**config.mk**
```make
export PLATFORM = sky130hd
export DESIGN_NAME = ser_reg_ctrl
export DESIGN_NICKNAME = d
export VERILOG_FILES = /design/src/rtl/ser_reg_pkg.sv /design/src/rtl/ser_sync.sv /design/src/rtl/ser_rdmux.sv /design/src/rtl/ser_reg_ctrl.sv
export SDC_FILE = /design/constraint.sdc
export NUM_CORES = 1
export LEC_CHECK = 0
export BUFFER_PORTS_ARGS = -buffer_cell sky130_fd_sc_hd__buf_2
export CORE_MARGIN = 2
export CORE_UTILIZATION = 50
export DETAILED_ROUTE_END_ITERATION = 8
export PLACE_DENSITY = 0.73
export SLEW_MARGIN = 20
export SYNTH_ARGS = -nofsm -noshare
export SYNTH_HDL_FRONTEND = slang
export SYNTH_SLANG_ARGS = --single-unit
```
**constraint.sdc**
```tcl
create_clock -name clk -period 6.07 [get_ports clk]
set_clock_uncertainty 0.05 [all_clocks]
set_input_delay 0.3035 -clock clk [delete_from_list [all_inputs] [get_ports clk]]
set_output_delay 0.3035 -clock clk [all_outputs]
set_load 0.02 [all_outputs]
```
**src/rtl/ser_reg_pkg.sv**
```systemverilog
package ser_reg_pkg;
    typedef enum logic [1:0] {ST_CMD, ST_WR, ST_RD, ST_STREAM} ser_st_e;

    localparam logic [5:0] A_ZSCAL = 6'h06;
    localparam logic [2:0] A_DATA_HI = 3'b001;
    localparam logic [2:0] A_STAT_HI = 3'b100;
    localparam logic [2:0] A_MODE_HI = 3'b111;
    localparam logic [5:0] A_MODE = 6'h38;

    localparam int MB_WIDE = 1;
    localparam int MB_CONT = 2;
endpackage

```
**src/rtl/ser_sync.sv**
```systemverilog
module ser_sync #(
    parameter int   STAGES  = 2,
    parameter logic RST_VAL = 1'b0
) (
    input  logic clk,
    input  logic rst_n,
    input  logic d,
    output logic q
);
    logic [STAGES-1:0] chain_q;

    always_ff @(posedge clk or negedge rst_n) begin
        if (!rst_n) chain_q <= {STAGES{RST_VAL}};
        else        chain_q <= STAGES'({chain_q, d});
    end

    assign q = chain_q[STAGES-1];
endmodule

```
**src/rtl/ser_rdmux.sv**
```systemverilog
module ser_rdmux
    import ser_reg_pkg::*;
#(
    parameter int NCH = 8,
    parameter int DW  = 24,
    parameter int FW  = 8 + DW
) (
    input  logic [5:0]               addr,
    input  logic [7:0]               mode,
    input  logic [DW-1:0]            zs,
    input  logic [NCH-1:0][7:0]      stat,
    input  logic [NCH-1:0][DW-1:0]   data,
    output logic [FW-1:0]            val,
    output logic [5:0]               len
);
    localparam int CHW = (NCH > 1) ? $clog2(NCH) : 1;

    logic [CHW-1:0] idx;
    logic           in_range;

    assign idx      = addr[CHW-1:0];
    assign in_range = int'(addr[2:0]) < NCH;

    always_comb begin
        val = '0;
        len = 6'd8;
        if (addr == A_ZSCAL) begin
            val[FW-1 -: DW] = zs;
            len = 6'(DW);
        end else if (addr[5:3] == A_DATA_HI && in_range) begin
            if (mode[MB_WIDE]) begin
                val[FW-1 -: DW] = data[idx];
                len = 6'(DW);
            end else begin
                val[FW-1 -: 16] = data[idx][DW-1 -: 16];
                len = 6'd16;
            end
        end else if (addr[5:3] == A_STAT_HI && in_range) begin
            val[FW-1 -: 8] = stat[idx];
        end else if (addr == A_MODE) begin
            val[FW-1 -: 8] = mode;
        end
    end
endmodule

```
**src/rtl/ser_reg_ctrl.sv**
```systemverilog
module ser_reg_ctrl
    import ser_reg_pkg::*;
#(
    parameter int NCH         = 8,
    parameter int DW          = 24,
    parameter int SYNC_STAGES = 2,
    parameter int RST_ONES    = 32
) (
    input  logic                    clk,
    input  logic                    rst_n,
    input  logic                    cs_n,
    input  logic                    sclk,
    input  logic                    sdi,
    input  logic                    stat_wr,
    input  logic [2:0]              stat_sel,
    input  logic [7:0]              stat_val,
    input  logic [NCH*DW-1:0]       conv_data,
    output logic                    sdo,
    output logic                    sdo_en,
    output logic [7:0]              mode_val,
    output logic [2:0]              mode_ch,
    output logic [DW-1:0]           zs_cal
);
    localparam int FW  = 8 + DW;
    localparam int OW  = $clog2(RST_ONES + 1);
    localparam logic [OW-1:0] ONES_MAX = OW'(RST_ONES);
    localparam logic [DW-1:0] ZS_RST = DW'(1) << (DW - 1);
    localparam logic [2:0]    PIN_RST = 3'b110;

    typedef struct packed {
        ser_st_e            st;
        logic [5:0]         cnt;
        logic [5:0]         len;
        logic [5:0]         addr;
        logic [DW-1:0]      ish;
        logic [FW-1:0]      osh;
        logic               ld;
        logic               sdo;
        logic               sdo_en;
        logic [OW-1:0]      ones;
        logic [7:0]         mode;
        logic [2:0]         mch;
        logic [DW-1:0]      zs;
        logic [NCH-1:0][7:0] stat;
        logic               sp;
    } ctl_t;

    function automatic ctl_t defaults();
        ctl_t s;
        s      = '0;
        s.st   = ST_CMD;
        s.len  = 6'd8;
        s.zs   = ZS_RST;
        s.sp   = 1'b1;
        for (int i = 0; i < NCH; i++) s.stat[i] = 8'(i * 32);
        return s;
    endfunction

    ctl_t q, n;

    // pin synchronisers: {cs_n, sclk, sdi}
    logic [2:0] pin_raw, pin_s;
    assign pin_raw = {cs_n, sclk, sdi};
    for (genvar i = 0; i < 3; i++) begin : g_pin
        ser_sync #(.STAGES(SYNC_STAGES), .RST_VAL(PIN_RST[i])) u_sync (
            .clk(clk), .rst_n(rst_n), .d(pin_raw[i]), .q(pin_s[i])
        );
    end

    logic cs_s, sclk_s, sdi_s, rise, fall;
    assign cs_s   = pin_s[2];
    assign sclk_s = pin_s[1];
    assign sdi_s  = pin_s[0];
    assign rise   = !cs_s && sclk_s && !q.sp;
    assign fall   = !cs_s && !sclk_s && q.sp;

    logic [NCH-1:0][DW-1:0] data_a;
    assign data_a = conv_data;

    logic [5:0]    rd_addr, rd_len, fr_len, frame_len;
    logic [FW-1:0] rd_val, fr_val, frame;
    logic [DW-1:0] ish_nx;
    logic [OW-1:0] ones_n;

    assign rd_addr = {q.ish[4:0], sdi_s};
    assign ish_nx  = {q.ish[DW-2:0], sdi_s};
    assign ones_n  = !sdi_s ? '0 : (q.ones == ONES_MAX) ? q.ones : q.ones + 1'b1;

    ser_rdmux #(.NCH(NCH), .DW(DW), .FW(FW)) u_rd (
        .addr(rd_addr), .mode(q.mode), .zs(q.zs), .stat(q.stat),
        .data(data_a), .val(rd_val), .len(rd_len)
    );

    ser_rdmux #(.NCH(NCH), .DW(DW), .FW(FW)) u_fr (
        .addr({A_DATA_HI, q.mch}), .mode(q.mode), .zs(q.zs), .stat(q.stat),
        .data(data_a), .val(fr_val), .len(fr_len)
    );

    assign frame     = {q.stat[q.mch], fr_val[FW-1:8]};
    assign frame_len = 6'd8 + fr_len;

    always_comb begin
        n    = q;
        n.sp = sclk_s;
        if (stat_wr) n.stat[stat_sel] = stat_val;

        if (cs_s) begin
            n.cnt  = '0;
            n.ones = '0;
            n.ld   = 1'b0;
            if (q.mode[MB_CONT]) begin
                n.st  = ST_STREAM;
                n.osh = frame;
                n.len = frame_len;
            end else begin
                n.st  = ST_CMD;
            end
        end else if (rise) begin
            if (ones_n == ONES_MAX) begin
                n      = defaults();
                n.sp   = sclk_s;
                n.ones = ones_n;
            end else begin
                n.ones = ones_n;
                n.ish  = ish_nx;
                n.cnt  = q.cnt + 6'd1;
                unique case (q.st)
                    ST_CMD: begin
                        if (q.cnt == 6'd7) begin
                            n.cnt = '0;
                            if (!q.ish[6]) begin
                                n.addr = rd_addr;
                                n.len  = rd_len;
                                if (q.ish[5]) begin
                                    n.st  = ST_RD;
                                    n.osh = rd_val;
                                end else begin
                                    n.st  = ST_WR;
                                end
                            end
                        end
                    end
                    ST_WR: begin
                        if (q.cnt == q.len - 6'd1) begin
                            n.cnt = '0;
                            n.st  = ST_CMD;
                            if (q.addr == A_ZSCAL) begin
                                n.zs = ish_nx;
                            end else if (q.addr[5:3] == A_MODE_HI) begin
                                n.mode = ish_nx[7:0];
                                n.mch  = q.addr[2:0];
                                if (ish_nx[MB_CONT]) begin
                                    n.st = ST_STREAM;
                                    n.ld = 1'b1;
                                end
                            end
                        end
                    end
                    ST_RD: begin
                        if (q.cnt == q.len - 6'd1) begin
                            n.cnt = '0;
                            n.st  = ST_CMD;
                        end
                    end
                    ST_STREAM: begin
                        if (q.cnt == 6'd0 && sdi_s) begin
                            n.mode[MB_CONT] = 1'b0;
                            n.st  = ST_CMD;
                            n.cnt = '0;
                        end else if (q.cnt == q.len - 6'd1) begin
                            n.cnt = '0;
                            n.ld  = 1'b1;
                        end
                    end
                    default: n.st = ST_CMD;
                endcase
            end
        end else if (fall) begin
            if (q.st == ST_RD || q.st == ST_STREAM) begin
                n.sdo = q.osh[FW-1];
                n.osh = q.osh << 1;
            end
        end else if (q.ld) begin
            n.ld  = 1'b0;
            n.osh = frame;
            n.len = frame_len;
        end

        n.sdo_en = !cs_s && (n.st == ST_RD || n.st == ST_STREAM);
    end

    always_ff @(posedge clk or negedge rst_n) begin
        if (!rst_n) q <= defaults();
        else        q <= n;
    end

    assign sdo      = q.sdo;
    assign sdo_en   = q.sdo_en;
    assign mode_val = q.mode;
    assign mode_ch  = q.mch;
    assign zs_cal   = q.zs;

    p_wr_follows_cmd_r2: assert property (@(posedge clk) disable iff (!rst_n)
        (q.st == ST_WR) |-> ($past(q.st) == ST_CMD || $past(q.st) == ST_WR));

    p_cnt_in_frame_r4: assert property (@(posedge clk) disable iff (!rst_n)
        (q.st != ST_CMD) |-> (q.cnt < q.len));

    p_sdo_moves_on_fall_r4: assert property (@(posedge clk) disable iff (!rst_n)
        !fall |=> $stable(q.sdo));

    p_drive_only_reading_r9: assert property (@(posedge clk) disable iff (!rst_n)
        sdo_en |-> (q.st == ST_RD || q.st == ST_STREAM));

    p_pattern_defaults_r10: assert property (@(posedge clk) disable iff (!rst_n)
        (q.ones == ONES_MAX) |-> (q.zs == ZS_RST && q.mode == 8'h00 && q.st == ST_CMD));
endmodule

```
==> impl_metrics.json <==
{
  "syn_inst": 1142,
  "synth_nets": 1356,
  "insertion_delay_ns": 0.44,
  "path_max_fanout": 47,
  "yosysWarnings": 0,
  "layout_common_cells": "244 x buf_2, 163 x dfrtp_1, 130 x mux2i_1, 100 x mux4_2, 74 x nor2_1",
  "place.gp.congestion": 0.938,
  "wirelength_um": 42000,
  "hold_class": "input pin to register",
  "vias_per_cell": 6.68,
  "vias": 10900,
  "die_h_um": 164,
  "final_common_cell": "buf_2",
  "final-seq-area_um2": 4710,
  "ys_seq_elements": 187,
  "rsz0062_at_grt": "no",
  "numCtsBuffers": 17,
  "grt_pass1_vias": 10700,
  "grt_max_degree": 72,
  "cp.required_ns": 6.35,
  "ys_seq_area_frac": 0.368,
  "core-area_um2": 25100,
  "grt_antenna_before_repair": 3,
  "multi_input_area_um2": 7240,
  "nFillCells": 2193,
  "synth_edf_count": 0,
  "finalCriticalPeriod_ns": 3.34,
  "syn_area_um2": 12800,
  "final-instance-count-excl-fill": 1634,
  "initial_utilization": 0.509,
  "finalSetupTns_ns": 0,
  "p_total_mw": 3.59,
  "crit_path_end_kind": "register",
  "slew_viol_final": 0,
  "cts_tree": "yes",
  "cp_slowest_cell": "dfrtp_4",
  "cp_slowest_stage_delay_ns": 0.93,
  "dpl.hpwl_um": 29800,
  "relSlewSlack": 0.385,
  "dr.pass1.iters": 7,
  "async_flop_share": 1.00,
  "arrival_ns": 3.62,
  "cts_buffer_depth": 2,
  "crit_family": "buffers and inverters",
  "post-cts-setup-buffer-count": 0,
  "grt_pass1_wl_um": 63300,
  "max_freq_ghz": 0.300,
  "ys_types": 76,
  "finalSetupViolCount": 0,
  "hold_violations": 0,
  "cts_max_level": 4,
  "dieWidth_um": 164,
  "vdd_drop_max_mv": 0.270,
  "max_slew.worst_pin.slew_ns": 0.918,
  "cap_violations": 0,
  "nNetsFinal": 1503,
  "cts_root_buf": "clkbuf_16",
  "crit_type": "register to register",
  "clk_pin_slew_ns": 0.07,
  "area_growth_syn_to_layout_pct": 13.2,
  "start_kind": "register",
  "ioPinCount": 246,
  "place_inst": 1596,
  "run_status": "finished clean",
  "ant_nets": 0,
  "num_rows": 58,
  "track_usage": 0.313,
  "overflow": 0,
  "power_density_nw_per_um2": 248,
  "drive_gt1_frac": 0.361,
  "wl_per_cell_um": 25.7,
  "syn_area_per_cell_um2": 11.2,
  "io_buffers": 245,
  "drt_iter0_markers": 1115,
  "worstPathCellList": "buf_4 > nor4_1 > nor2b_1 > buf_4 > a221oi_1 > o221ai_1 > mux2_2",
  "synth_ff_type": "dfrtp_1",
  "p_leak_nw": 6.38,
  "clock-sinks": 187,
  "crit_buf_inv": 2,
  "cp_common_cell": "buf_4",
  "drc": 0,
  "dieArea_um2": 26800,
  "fin_crit_sh": 0.550
}
==> synthesized netlist by cell type, types with 19 or more instances <==
library cell / instances / share of area
dfstp_2: 19 / 0.039
a21oi_1: 19 / 0.0074
mux2_2: 22 / 0.019
buf_1: 20 / 0.0059
dfrtp_1: 168 / 0.33
buf_4: 41 / 0.024
a22o_1: 61 / 0.042
o31ai_1: 19 / 0.011
clkbuf_1: 51 / 0.015
inv_1: 29 / 0.0085
mux2i_1: 130 / 0.10
o21ai_0: 46 / 0.018
buf_2: 28 / 0.011
nand2_1: 53 / 0.016
mux4_2: 100 / 0.18
nor2_1: 74 / 0.022
nor3_1: 26 / 0.010
o22ai_1: 52 / 0.025
==> timing repair <==
action                                 CTS  global route
endpoints found under the hold margin   58             0
hold buffers                             4             0
resized for setup                        0             0
==> metrics by stage <==
step / cell area, µm² / utilization / worst slack [ns] / hold WS (ns)
6_report: 14500 / 0.576 / 2.73 / 0.172
5_1_grt: 14500 / 0.576 / 2.48 / 0.179
4_1_cts: 14400 / 0.575 / 2.39 / 0.158
3_5_place_dp: 13900 / 0.552 / 2.39 / 0.297
3_3_place_gp: 13900 / 0.552 / 2.55 / 0.297
2_1_floorplan: 12800 / - / 3.58 / -0.0421
==> power breakdown <==
group | leakage [nW] | internal (mW) | switching (mW)
Sequential | 2.37 | 1.44 | 0.198
Clock | 0.258 | 0.538 | 0.518
Combinational | 3.75 | 0.425 | 0.471
==> tightest hold or removal path, cell delays in order <==
cell	delay, ns
buf_2	0.17
mux2i_1	0.09
nand2_1	0.07
==> final timing paths <==
kind                                                           start                              endpoint  slack [ns]  cells after the start
worst max-delay path            g_pin[0].u_sync.chain_q[1]$_DFF_PN0_                    q[126]$_DFFE_PN0P_        2.73                      7
worst min-delay path                                     stat_val[5]                       q[46]$_DFF_PN1_        0.17                      3
worst max register to register  g_pin[0].u_sync.chain_q[1]$_DFF_PN0_                    q[126]$_DFFE_PN0P_        2.73                      7
worst min register to register  g_pin[1].u_sync.chain_q[0]$_DFF_PN1_  g_pin[1].u_sync.chain_q[1]$_DFF_PN1_        0.31                      0
max in group asynchronous                                      rst_n                zs_cal[21]$_DFFE_PN0P_        4.21                      3
min in group asynchronous                                      rst_n                    q[102]$_DFFE_PN0P_        0.40                      2
==> logic make-up after synthesis <==
| kind of cell | after synthesis | synth area share |
|---|---|---|
| AO/OA/AOI/OAI | 278 | 0.161 |
| XOR/XNOR | 5 | 0.00460 |
| adder cells (fa/ha/maj) | 5 | 0.00490 |
| buffers and inverters | 171 | 0.0662 |
| flip-flops | 187 | 0.368 |
| multiplexers | 252 | 0.298 |
| AND/OR/NAND/NOR | 244 | 0.0975 |
==> sequential cells by signal, indices dropped and copies added (netlist names) <==
register              flops
ish_nx                   23
sdo                       1
g_pin.u_sync.chain_q      6
zs_cal                   24
mode_val                  8
q                       121
mode_ch                   3
sdo_en                    1
==> per-layer routing <==
layer,share of wire,GRT usage,vias up
li1,-,-,4704
met1,0.39,0.412,5436
met2,0.47,0.496,670
met3,0.099,0.0692,108
met4,0.045,0.145,2
met5,0.00031,0,-
==> final cells by class <==
| cell class | count | share of cell area |
|---|---|---|
| flip-flops and latches | 187 | 0.326 |
| repair buffers | 270 | 0.0989 |
| clock buffers | 20 | 0.0302 |
| well taps | 330 | 0.0286 |
| diodes | 2 | 0.000346 |
| clock inverters | 12 | 0.00753 |
| inverters | 29 | 0.00753 |
| multi-input cells | 784 | 0.501 |
(Power assumes the default switching activity.)
